[config.mk]
export PLATFORM = sky130hd
export DESIGN_NAME = ext_mem_cycler
export DESIGN_NICKNAME = d
export VERILOG_FILES = /design/src/rtl/emc_pkg.sv /design/src/rtl/emc_phase_timer.sv /design/src/rtl/emc_addr_gen.sv /design/src/rtl/emc_len_ctr.sv /design/src/rtl/ext_mem_cycler.sv
export SDC_FILE = /design/constraint.sdc
export NUM_CORES = 1
export LEC_CHECK = 0
export BUFFER_PORTS_ARGS = -buffer_cell sky130_fd_sc_hd__buf_2
export CELL_PAD_IN_SITES_DETAIL_PLACEMENT = 1
export CELL_PAD_IN_SITES_GLOBAL_PLACEMENT = 2
export CORE_ASPECT_RATIO = 0.75
export CORE_MARGIN = 10
export CORE_UTILIZATION = 32
export CTS_CLUSTER_DIAMETER = 30
export DETAILED_ROUTE_END_ITERATION = 10
export PLACE_DENSITY_LB_ADDON = 0.25
export SETUP_SLACK_MARGIN = 0.4
export SYNTH_ARGS = -nofsm -noshare
export SYNTH_HDL_FRONTEND = slang
export SYNTH_SLANG_ARGS = --single-unit
[constraint.sdc]
create_clock -name clk -period 2.4 [get_ports clk]
set_input_delay 0.48 -clock clk [delete_from_list [all_inputs] [get_ports clk]]
set_output_delay 0.48 -clock clk [all_outputs]
set_load 0.005 [all_outputs]
[src/rtl/emc_pkg.sv]
package emc_pkg;

    typedef enum logic [1:0] {
        OP_READ   = 2'd0,
        OP_WRITE  = 2'd1,
        OP_FILL   = 2'd2,
        OP_STREAM = 2'd3
    } op_e;

    typedef enum logic [2:0] {
        PH_IDLE,
        PH_FETCH,
        PH_SETUP,
        PH_STROBE,
        PH_GAP
    } phase_e;

    function automatic int imax3(input int a, input int b, input int c);
        int m;
        m = (a > b) ? a : b;
        return (m > c) ? m : c;
    endfunction

endpackage

[src/rtl/emc_phase_timer.sv]
module emc_phase_timer #(
    parameter int CW = 2
) (
    input  logic          clk,
    input  logic          rst_n,
    input  logic          load_i,
    input  logic [CW-1:0] load_val_i,
    output logic          expired_o
);

    logic [CW-1:0] cnt_d, cnt_q;

    always_comb begin
        cnt_d = cnt_q;
        if (load_i) begin
            cnt_d = load_val_i;
        end else if (cnt_q != '0) begin
            cnt_d = cnt_q - 1'b1;
        end
    end

    always_ff @(posedge clk or negedge rst_n) begin
        if (!rst_n) begin
            cnt_q <= '0;
        end else begin
            cnt_q <= cnt_d;
        end
    end

    assign expired_o = (cnt_q == '0);

endmodule

[src/rtl/emc_addr_gen.sv]
module emc_addr_gen #(
    parameter int AW = 19
) (
    input  logic          clk,
    input  logic          rst_n,
    input  logic          load_i,
    input  logic [AW-1:0] load_addr_i,
    input  logic          step_i,
    output logic [AW-1:0] addr_o
);

    logic [AW-1:0] addr_d, addr_q;

    always_comb begin
        addr_d = addr_q;
        if (load_i) begin
            addr_d = load_addr_i;
        end else if (step_i) begin
            addr_d = addr_q + 1'b1;
        end
    end

    always_ff @(posedge clk or negedge rst_n) begin
        if (!rst_n) begin
            addr_q <= '0;
        end else begin
            addr_q <= addr_d;
        end
    end

    assign addr_o = addr_q;

endmodule

[src/rtl/emc_len_ctr.sv]
module emc_len_ctr #(
    parameter int LW = 32
) (
    input  logic          clk,
    input  logic          rst_n,
    input  logic          load_i,
    input  logic [LW-1:0] load_len_i,
    input  logic          dec_i,
    output logic          last_o
);

    logic [LW-1:0] left_d, left_q;

    always_comb begin
        left_d = left_q;
        if (load_i) begin
            left_d = load_len_i;
        end else if (dec_i && left_q != '0) begin
            left_d = left_q - 1'b1;
        end
    end

    always_ff @(posedge clk or negedge rst_n) begin
        if (!rst_n) begin
            left_q <= '0;
        end else begin
            left_q <= left_d;
        end
    end

    assign last_o = (left_q <= LW'(1));

endmodule

[src/rtl/ext_mem_cycler.sv]
module ext_mem_cycler
    import emc_pkg::*;
#(
    parameter int AW         = 19,
    parameter int DW         = 8,
    parameter int LW         = 32,
    parameter int SETUP_CLKS = 2,
    parameter int WR_CLKS    = 2,
    parameter int RD_CLKS    = 3
) (
    input  logic          clk,
    input  logic          rst_n,
    input  logic          bus_owned_i,
    input  logic          cmd_valid_i,
    output logic          cmd_ready_o,
    input  logic [1:0]    cmd_op_i,
    input  logic [AW-1:0] cmd_addr_i,
    input  logic [DW-1:0] cmd_data_i,
    input  logic [LW-1:0] cmd_len_i,
    output logic          done_o,
    output logic [DW-1:0] rd_data_o,
    input  logic          strm_valid_i,
    output logic          strm_ready_o,
    input  logic [DW-1:0] strm_data_i,
    output logic [AW-1:0] mem_addr_o,
    output logic [DW-1:0] mem_dout_o,
    input  logic [DW-1:0] mem_din_i,
    output logic          mem_doe_o,
    output logic          mreq_n_o,
    output logic          rd_n_o,
    output logic          wr_n_o
);

    localparam int TMAX = imax3(SETUP_CLKS, WR_CLKS, RD_CLKS);
    localparam int CW   = $clog2(TMAX + 1);
    localparam logic [CW-1:0] SETUP_LD = CW'(SETUP_CLKS - 1);
    localparam logic [CW-1:0] WR_LD    = CW'(WR_CLKS - 1);
    localparam logic [CW-1:0] RD_LD    = CW'(RD_CLKS - 1);

    typedef struct packed {
        phase_e        phase;
        op_e           op;
        logic          mreq_n;
        logic          rd_n;
        logic          wr_n;
        logic          doe;
        logic [DW-1:0] dout;
        logic [DW-1:0] rd_data;
        logic          done;
    } seq_t;

    seq_t s_d, s_q;

    logic          tmr_load;
    logic [CW-1:0] tmr_val;
    logic          tmr_expired;
    logic          addr_load;
    logic          addr_step;
    logic          len_load;
    logic [LW-1:0] len_val;
    logic          len_dec;
    logic          len_last;
    logic          accept;
    op_e           cmd_op;
    logic          cmd_is_run;

    assign cmd_op      = op_e'(cmd_op_i);
    assign cmd_is_run  = (cmd_op == OP_FILL) || (cmd_op == OP_STREAM);
    assign cmd_ready_o = (s_q.phase == PH_IDLE) && bus_owned_i;
    assign accept      = cmd_valid_i && cmd_ready_o;

    always_comb begin
        s_d       = s_q;
        s_d.done  = 1'b0;
        tmr_load  = 1'b0;
        tmr_val   = SETUP_LD;
        addr_load = 1'b0;
        addr_step = 1'b0;
        len_load  = 1'b0;
        len_val   = cmd_is_run ? cmd_len_i : LW'(1);
        len_dec   = 1'b0;

        case (s_q.phase)
            PH_IDLE: begin
                if (accept) begin
                    s_d.op    = cmd_op;
                    addr_load = 1'b1;
                    len_load  = 1'b1;
                    if (cmd_is_run && cmd_len_i == '0) begin
                        s_d.done = 1'b1;
                    end else begin
                        s_d.mreq_n = 1'b0;
                        s_d.doe    = (cmd_op != OP_READ);
                        s_d.dout   = cmd_data_i;
                        if (cmd_op == OP_STREAM) begin
                            s_d.phase = PH_FETCH;
                        end else begin
                            s_d.phase = PH_SETUP;
                            tmr_load  = 1'b1;
                            tmr_val   = SETUP_LD;
                        end
                    end
                end
            end

            PH_FETCH: begin
                if (strm_valid_i) begin
                    s_d.dout  = strm_data_i;
                    s_d.phase = PH_SETUP;
                    tmr_load  = 1'b1;
                    tmr_val   = SETUP_LD;
                end
            end

            PH_SETUP: begin
                if (tmr_expired) begin
                    s_d.phase = PH_STROBE;
                    tmr_load  = 1'b1;
                    if (s_q.op == OP_READ) begin
                        s_d.rd_n = 1'b0;
                        tmr_val  = RD_LD;
                    end else begin
                        s_d.wr_n = 1'b0;
                        tmr_val  = WR_LD;
                    end
                end
            end

            PH_STROBE: begin
                if (tmr_expired) begin
                    s_d.rd_n  = 1'b1;
                    s_d.wr_n  = 1'b1;
                    s_d.phase = PH_GAP;
                    if (s_q.op == OP_READ) begin
                        s_d.rd_data = mem_din_i;
                    end
                end
            end

            PH_GAP: begin
                if (len_last) begin
                    s_d.phase  = PH_IDLE;
                    s_d.mreq_n = 1'b1;
                    s_d.doe    = 1'b0;
                    s_d.done   = 1'b1;
                end else begin
                    addr_step = 1'b1;
                    len_dec   = 1'b1;
                    if (s_q.op == OP_STREAM) begin
                        s_d.phase = PH_FETCH;
                    end else begin
                        s_d.phase = PH_SETUP;
                        tmr_load  = 1'b1;
                        tmr_val   = SETUP_LD;
                    end
                end
            end

            default: begin
                s_d.phase  = PH_IDLE;
                s_d.mreq_n = 1'b1;
                s_d.rd_n   = 1'b1;
                s_d.wr_n   = 1'b1;
                s_d.doe    = 1'b0;
            end
        endcase
    end

    always_ff @(posedge clk or negedge rst_n) begin
        if (!rst_n) begin
            s_q.phase   <= PH_IDLE;
            s_q.op      <= OP_READ;
            s_q.mreq_n  <= 1'b1;
            s_q.rd_n    <= 1'b1;
            s_q.wr_n    <= 1'b1;
            s_q.doe     <= 1'b0;
            s_q.dout    <= '0;
            s_q.rd_data <= '0;
            s_q.done    <= 1'b0;
        end else begin
            s_q <= s_d;
        end
    end

    emc_phase_timer #(.CW(CW)) u_timer (
        .clk        (clk),
        .rst_n      (rst_n),
        .load_i     (tmr_load),
        .load_val_i (tmr_val),
        .expired_o  (tmr_expired)
    );

    emc_addr_gen #(.AW(AW)) u_addr (
        .clk         (clk),
        .rst_n       (rst_n),
        .load_i      (addr_load),
        .load_addr_i (cmd_addr_i),
        .step_i      (addr_step),
        .addr_o      (mem_addr_o)
    );

    emc_len_ctr #(.LW(LW)) u_len (
        .clk        (clk),
        .rst_n      (rst_n),
        .load_i     (len_load),
        .load_len_i (len_val),
        .dec_i      (len_dec),
        .last_o     (len_last)
    );

    assign strm_ready_o = (s_q.phase == PH_FETCH);
    assign done_o       = s_q.done;
    assign rd_data_o    = s_q.rd_data;
    assign mem_dout_o   = s_q.dout;
    assign mem_doe_o    = s_q.doe;
    assign mreq_n_o     = s_q.mreq_n;
    assign rd_n_o       = s_q.rd_n;
    assign wr_n_o       = s_q.wr_n;

endmodule

==> impl_results.md, run 1 <==
- Switching Share: 0.230
- Drt drc: 0
- Clock Power Share: 0.498
- Slew Limit Headroom: 0.529
- IO buf count: 123
- ANT nets after route: 0
- Worst Setup Start Kind: register
- Combinational group share of total power: 0.053
- Pre-CTS setup slack: 50.8 ps
- Worst EP required: 2630 ps
- Maximum buffer depth of the clock tree: 2
- Fin util: 0.496
- Fin crit period: about 2300 ps
- FF+latch count, synth: about 80
- Fin Setup TNS: 0 ps
- Internal cell power: 0.00230 W
- IO Count: around 120
- Detail Placement HPWL: around 14,000 um
- DR vias: 5,176
- YS warnings: 0
- Arrival time of the worst setup path: between 2000 and 3000 ps
- Worst setup startpoint: u_len.left_q[27]
- Max Freq: about 430 MHz
- Reg2reg start: u_len.left_q[27]
- Fin. max-slew vios: 0
- Die area: slightly above 20,000 um2
- Sequential area share after synthesis: 0.405
- Top_reg_cell synth: dfrtp_1
- Top cell type's share of synthesized area: 0.389
- Drt wl/cell: roughly 22 um
- Share of layout cells above drive strength 1: 0.530
- TritonCTS Sinks: 79
- Clk slew on worst S/H paths: ~60 ps
- DRT iter0 DRCs: between 300 and 400
- Clk_lat worst skew: roughly 360 ps
- Max cap viols: 0
- Post-CTS Hold Fix Bufs: 0
- Peak VDD IR: approximately 0.00035 V
- Row cnt: 39
- Outcome: complete, no violations
- Post-synth ARST share: 1.00
- Routability congestion estimate: between 0.8 and 0.9
- Fin. Hold Viols: 0
- CTS tree: done
- Yosys top cell by area: dfrtp_1
- Fin nets: roughly 800
- Unrepaired setup endpoints after global routing: yes
- R2R cell count: 9
- Final period util: 0.965
- Die W: roughly 160 um
- CP Capture Type: register
- Total gr overflow: 0
- DRT Pass-1 Iters: 5
- Global-route wire length before repair: slightly above 30,000 um
- Post-synth EDFFs: 0
- Syn Area/Cell: 9.20 um2
- Power Density: around 400 nW/um2
- Leakage: ~3.2 nW
- Syn nets: 618
- Area delta synth->final: 53.1%
- Total CTS buffers: 9
- Clk_skew: 6.71 ps
- Die Height: about 130 um
- Largest net degree at the start of global routing: 48
- Vias in the first global route: between 5k and 6k
- Mapped Cells: 531
- Core footprint: ~15,000 um2
- H-tree depth: 3
- Part of the power in registers: 0.449
- CTS root buffer: clkbuf_16
- Final Setup Violations: 0
- Global Route Usage Sum: 0.190
- Crit path max fanout: 7
- Setup ws final: between 80 and 90 ps
- Worst Hold Class: in -> async
- Synth top area cells: dfrtp_1 39%, mux2_2 5.5%, xnor2_1 3.4%
- Final WL: 20,600 um
- ANT cells: 0
- Critical path class: reg -> reg
- Initial antenna violation count: 0
- Yosys cell types: 67
- # fillers: about 1.7k
- Net Switching: between 0.0006 and 0.0007 W
- DR vias/cell: around 5.5
- Cell area after synthesis: about 4900 um2
- Initial Util: 0.324
- Worst-margin pin slew: 705 ps
stage by stage:
stage | instance area (um2) | cells | power, W | hold WS [ps]
after floorplan | 4920 | 531 | 0.00140 | 184
after global placement | 5970 | 865 | 0.00152 | 401
after detailed placement | 5970 | 865 | 0.00153 | 406
after CTS | 7030 | 914 | 0.00302 | 23.2
after global routing | 7480 | 941 | 0.00308 | 34.9
final | 7480 | 941 | 0.00299 | 18.0
Yosys cell counts, types with 4 or more instances:
cell type,instances
nor4_1,16
nor3_1,29
and2_1,9
and3_1,6
buf_4,17
xnor2_1,19
a31oi_1,4
clkbuf_1,19
nand4_1,13
dfrtp_1,76
mux2_2,24
a32oi_1,4
o211ai_1,6
buf_2,8
o21ai_0,33
xor2_1,4
inv_1,11
a22oi_1,6
or4_1,7
nand2_1,36
nor2_1,40
a21oi_1,33
ha_1,5
or3_1,4
o21ai_1,6
nand3_1,23
nor4_2,5
worst max-delay path, stage by stage (launching register included):
cell and delay, ps:
dfrtp_1 380, or4_4 570, nor3b_4 220, nand4_1 200, buf_4 200, a21oi_4 200
buf_6 130, buf_8 110, buf_4 120, o21ai_2 50
power by group through the flow:
| stage | combinational [W] | clock (W) | sequential (W) |
|---|---|---|---|
| floorplan | 0.0000347 | 0 | 0.00137 |
| global placement | 0.000156 | 0 | 0.00137 |
| detailed placement | 0.000159 | 0 | 0.00137 |
| CTS | 0.000160 | 0.00151 | 0.00134 |
| global route | 0.000177 | 0.00156 | 0.00134 |
| finish | 0.000159 | 0.00149 | 0.00134 |
per-layer routing:
metal  wire length (um)  vias up  GRT usage
li1                   -     2364          -
met3               1050       18     0.0462
met5                  0        -          0
met1               9330     2677      0.246
met4                242        0     0.0587
met2              10000      117      0.305
flip-flops by register name, summed over array words and instances, names as in the netlist:
signal,cells
mem_dout_o,8
mreq_n_o,1
u_addr.addr_o,19
rd_n_o,1
u_timer.cnt_q,2
s_q,5
mem_doe_o,1
rd_data_o,8
wr_n_o,1
done_o,1
u_len.left_q,32
path summary, 6_finish.rpt:
check | endpoint | slack [ps]
setup / recovery | u_len.left_q[11] | 80
hold / removal | u_len.left_q[18] | 20
setup reg to reg | u_len.left_q[11] | 80
hold reg to reg | mem_doe_o | 490
max in group asynchronous | mreq_n_o | 1680
min in group clk | u_addr.addr_o[11] | 330
final cells by class:
type,count,area [um2],share of cell area
flip-flops and latches,79,1990,0.266
clock inverters,2,37.5,0.00502
repair buffers,237,1670,0.223
clock buffers,14,274,0.0366
multi-input cells,392,3210,0.429
inverters,12,45.0,0.00602
well taps,205,256,0.0343
cells in the final DEF, fill, tap and decap left out, drive strengths merged, types with 5 or more instances in the layout:
master,synthesis,routed
o21ai,39,39
nor3,32,32
and2,9,9
a22oi,6,6
and3,6,6
nand2,36,36
mux2,24,24
nand4,14,14
nand3,24,24
clkbuf,19,14
buf,29,237
dfrtp,76,76
o211ai,6,6
nor4,24,24
or4,7,7
inv,12,12
a21oi,34,34
nor2,41,41
xnor2,19,19
ha,5,5
timing repair:
action                     4_1_cts  5_1_grt
buffers inserted                27       27
pin swaps                       63       51
setup endpoints to repair       67       66
cloned                           6        0
gates resized for setup        123       55
cells by family (layout without fill, tap and decap cells):
group,after synthesis,in the layout,synth area share
simple gates,208,208,0.241
compound gates,129,129,0.172
flops,79,79,0.405
buf+inv,60,265,0.0658
mux,27,27,0.0615
xor+xnor,23,23,0.0412
fa+ha+maj,5,5,0.0128
Note: power is estimated with default switching activity, not from simulation.
==> inputs of run 2 (changes only) <==
- CORE_ASPECT_RATIO: 0.75 -> unset
==> impl_results.md, run 2 (same netlist as run 1, synthesis figures left out) <==
- Outcome: complete, no violations
- Worst EP required: 2620 ps (about the same)
- Internal cell power: 0.00238 W (+3.3%)
- # fillers: 1,787 (+4.3%)
- Critical path class: reg -> reg
- IO Count: 124 (unchanged)
- Max Freq: 453 MHz (+4.9%)
- Drt wl/cell: 20.1 um (-8.4%)
- Clock Power Share: 0.507 (+0.009)
- Total CTS buffers: 9 (unchanged)
- Worst Hold Class: in -> async
- Core footprint: 15,100 um2 (about the same)
- Initial Util: 0.324 (about the same)
- Worst-margin pin slew: 590 ps (-115 ps)
- Largest net degree at the start of global routing: 42 (-13%)
- Total gr overflow: 0 (unchanged)
- Part of the power in registers: 0.441 (-0.008)
- Share of layout cells above drive strength 1: 0.463 (-0.0664)
- DR vias/cell: 5.43 (-1.3%)
- Drt drc: 0 (unchanged)
- Final Setup Violations: 0 (unchanged)
- Most common cell after layout, fill and taps aside: buf_2
- Highest routed layer: met4
- Leakage: 3.00 nW (-5.9%)
- WP buf/inv: 2 (-2)
- Arrival time of the worst setup path: 2430 ps (-120 ps)
- Net Switching: 0.000664 W (-3.3%)
- Most frequent cells in the layout: 121 x buf_2, 73 x dfrtp_1, 72 x buf_4, 36 x nand2_1, 35 x nor2_1
- Fin crit period: 2210 ps (-109 ps)
- Placed cells: 836 (-3.4%)
- Power Density: 440 nW/um2 (+10%)
- TritonCTS Sinks: 79 (unchanged)
- Met1 Wirelength: 7790 um (-17%)
- CP max-delay cell: or4_4
- Sequence of cells on the critical path: or4_4, nor3b_4, nand4_1, buf_4, a21oi_4, buf_6, a221o_1, o21ai_1
- Global-route wire length before repair: 27,500 um (-12%)
- ANT nets after route: 0 (unchanged)
- Max cap viols: 0 (unchanged)
- IO buf count: 123 (unchanged)
- Die W: 144 um (-12%)
- Clk_skew: 8.30 ps (+1.59 ps)
- Non-filler instance count after layout: 900 (-4.4%)
- Clk_lat worst skew: 350 ps (about the same)
- Crit-path max cell delay: 580 ps (about the same)
- CTS root buffer: clkbuf_16
- H-tree depth: 3 (unchanged)
- Unrepaired setup endpoints after global routing: yes
- ANT cells: 0 (unchanged)
- Die area: 20,600 um2 (-0.25%)
- CTS tree: done
- Routability congestion estimate: 0.826 (-7.6%)
- DRT Pass-1 Iters: 4 (-1)
- CP Capture Type: register
- Clk slew on worst S/H paths: 60 ps (about the same)
- Die Height: 144 um (+13%)
- Max reg flops: 32 (unchanged)
- Total power: 0.00304 W (+1.8%)
- Met2 wire len: 9370 um (-6.5%)
- Worst Setup Start Kind: register
- Final period util: 0.919 (-0.0453)
- Fin nets: 794 (-2.9%)
- Hold WS: 132 ps (+114 ps)
- Largest Register: u_len.left_q
- Final WL: 18,100 um (-12%)
- Peak VDD IR: 0.000393 V (+13%)
- Area delta synth->final: 41.5%
- DRT iter0 DRCs: 208 (-31%)
- Row cnt: 45 (+15%)
- Maximum buffer depth of the clock tree: 2 (unchanged)
- Crit path max fanout: 7 (unchanged)
- Slew Limit Headroom: 0.607 (+0.0779)
- CP top delay family: simple AND/OR/NAND/NOR gates
- Detail Placement HPWL: 13,000 um (-5.2%)
- DR vias: 4,885 (-5.6%)
- Switching Share: 0.218 (-0.0113)
- Combinational group share of total power: 0.052 (about the same)
- Vias in the first global route: 5,298 (-5.1%)
- Initial antenna violation count: 0 (unchanged)
- Fin. max-slew vios: 0 (unchanged)
- Fin. Hold Viols: 0 (unchanged)
- DR WL met3: 633 um (-40%)
- Global Route Usage Sum: 0.167 (-0.0222)
[run 2: layout make-up]
cell class | instances | area [um2] | area share
inverters | 12 | 45.0 | 0.00652
repair buffers | 213 | 1390 | 0.201
clock buffers | 11 | 253 | 0.0366
flip-flops and latches | 79 | 1980 | 0.287
multi-input cells | 392 | 2920 | 0.423
well taps | 188 | 235 | 0.0340
clock inverters | 5 | 80.1 | 0.0116
[run 2: worst paths after layout]
check	start	end	slack (ps)	depth (start not counted)
min reg2reg	rd_data_o[6]	rd_data_o[6]	500	1
min in group clk	cmd_addr_i[11]	u_addr.addr_o[11]	350	3
max in group asynchronous	rst_n	u_timer.cnt_q[1]	1690	2
max	u_len.left_q[25]	u_len.left_q[0]	190	8
min	rst_n	rd_data_o[2]	130	1
max reg2reg	u_len.left_q[25]	u_len.left_q[0]	190	8
[run 2: worst reg2reg max path, stage by stage (launching register included)]
cell and delay, ps:
dfrtp_1 420, or4_4 580, nor3b_4 220, nand4_1 150, buf_4 170, a21oi_4 180
buf_6 160, a221o_1 130, o21ai_1 70
[run 2: repair_timing]
action                                  CTS  global route
pin swaps                                33            18
resized for setup                        57            41
endpoints found under the setup margin   67            67
buffers inserted                         27            19
hold buffers                              0             0
gates cloned                              1             1
[run 2: layer usage]
layer  track usage  vias to the layer above
li1              -                     2306
met1         0.198                     2478
met2         0.297                       84
met3        0.0300                       17
met4        0.0580                        0
met5             0                        -
[run 2: metrics by stage]
step	TNS, ps	area (um2)	worst slack, ps	util
2_1_floorplan	0	4920	337	-
3_3_place_gp	-420	5840	-52.8	0.387
3_5_place_dp	-813	5840	-104	0.387
4_1_cts	0	6600	259	0.438
5_1_grt	0	6910	121	0.458
6_report	0	6910	194	0.458
[run 2: power groups by stage]
stage | logic, W | registers (W) | clock network (W)
final | 0.000159 | 0.00134 | 0.00154
after CTS | 0.000161 | 0.00134 | 0.00158
after detailed placement | 0.000158 | 0.00137 | 0
after floorplan | 0.0000347 | 0.00137 | 0
after global routing | 0.000175 | 0.00134 | 0.00164
after global placement | 0.000155 | 0.00137 | 0
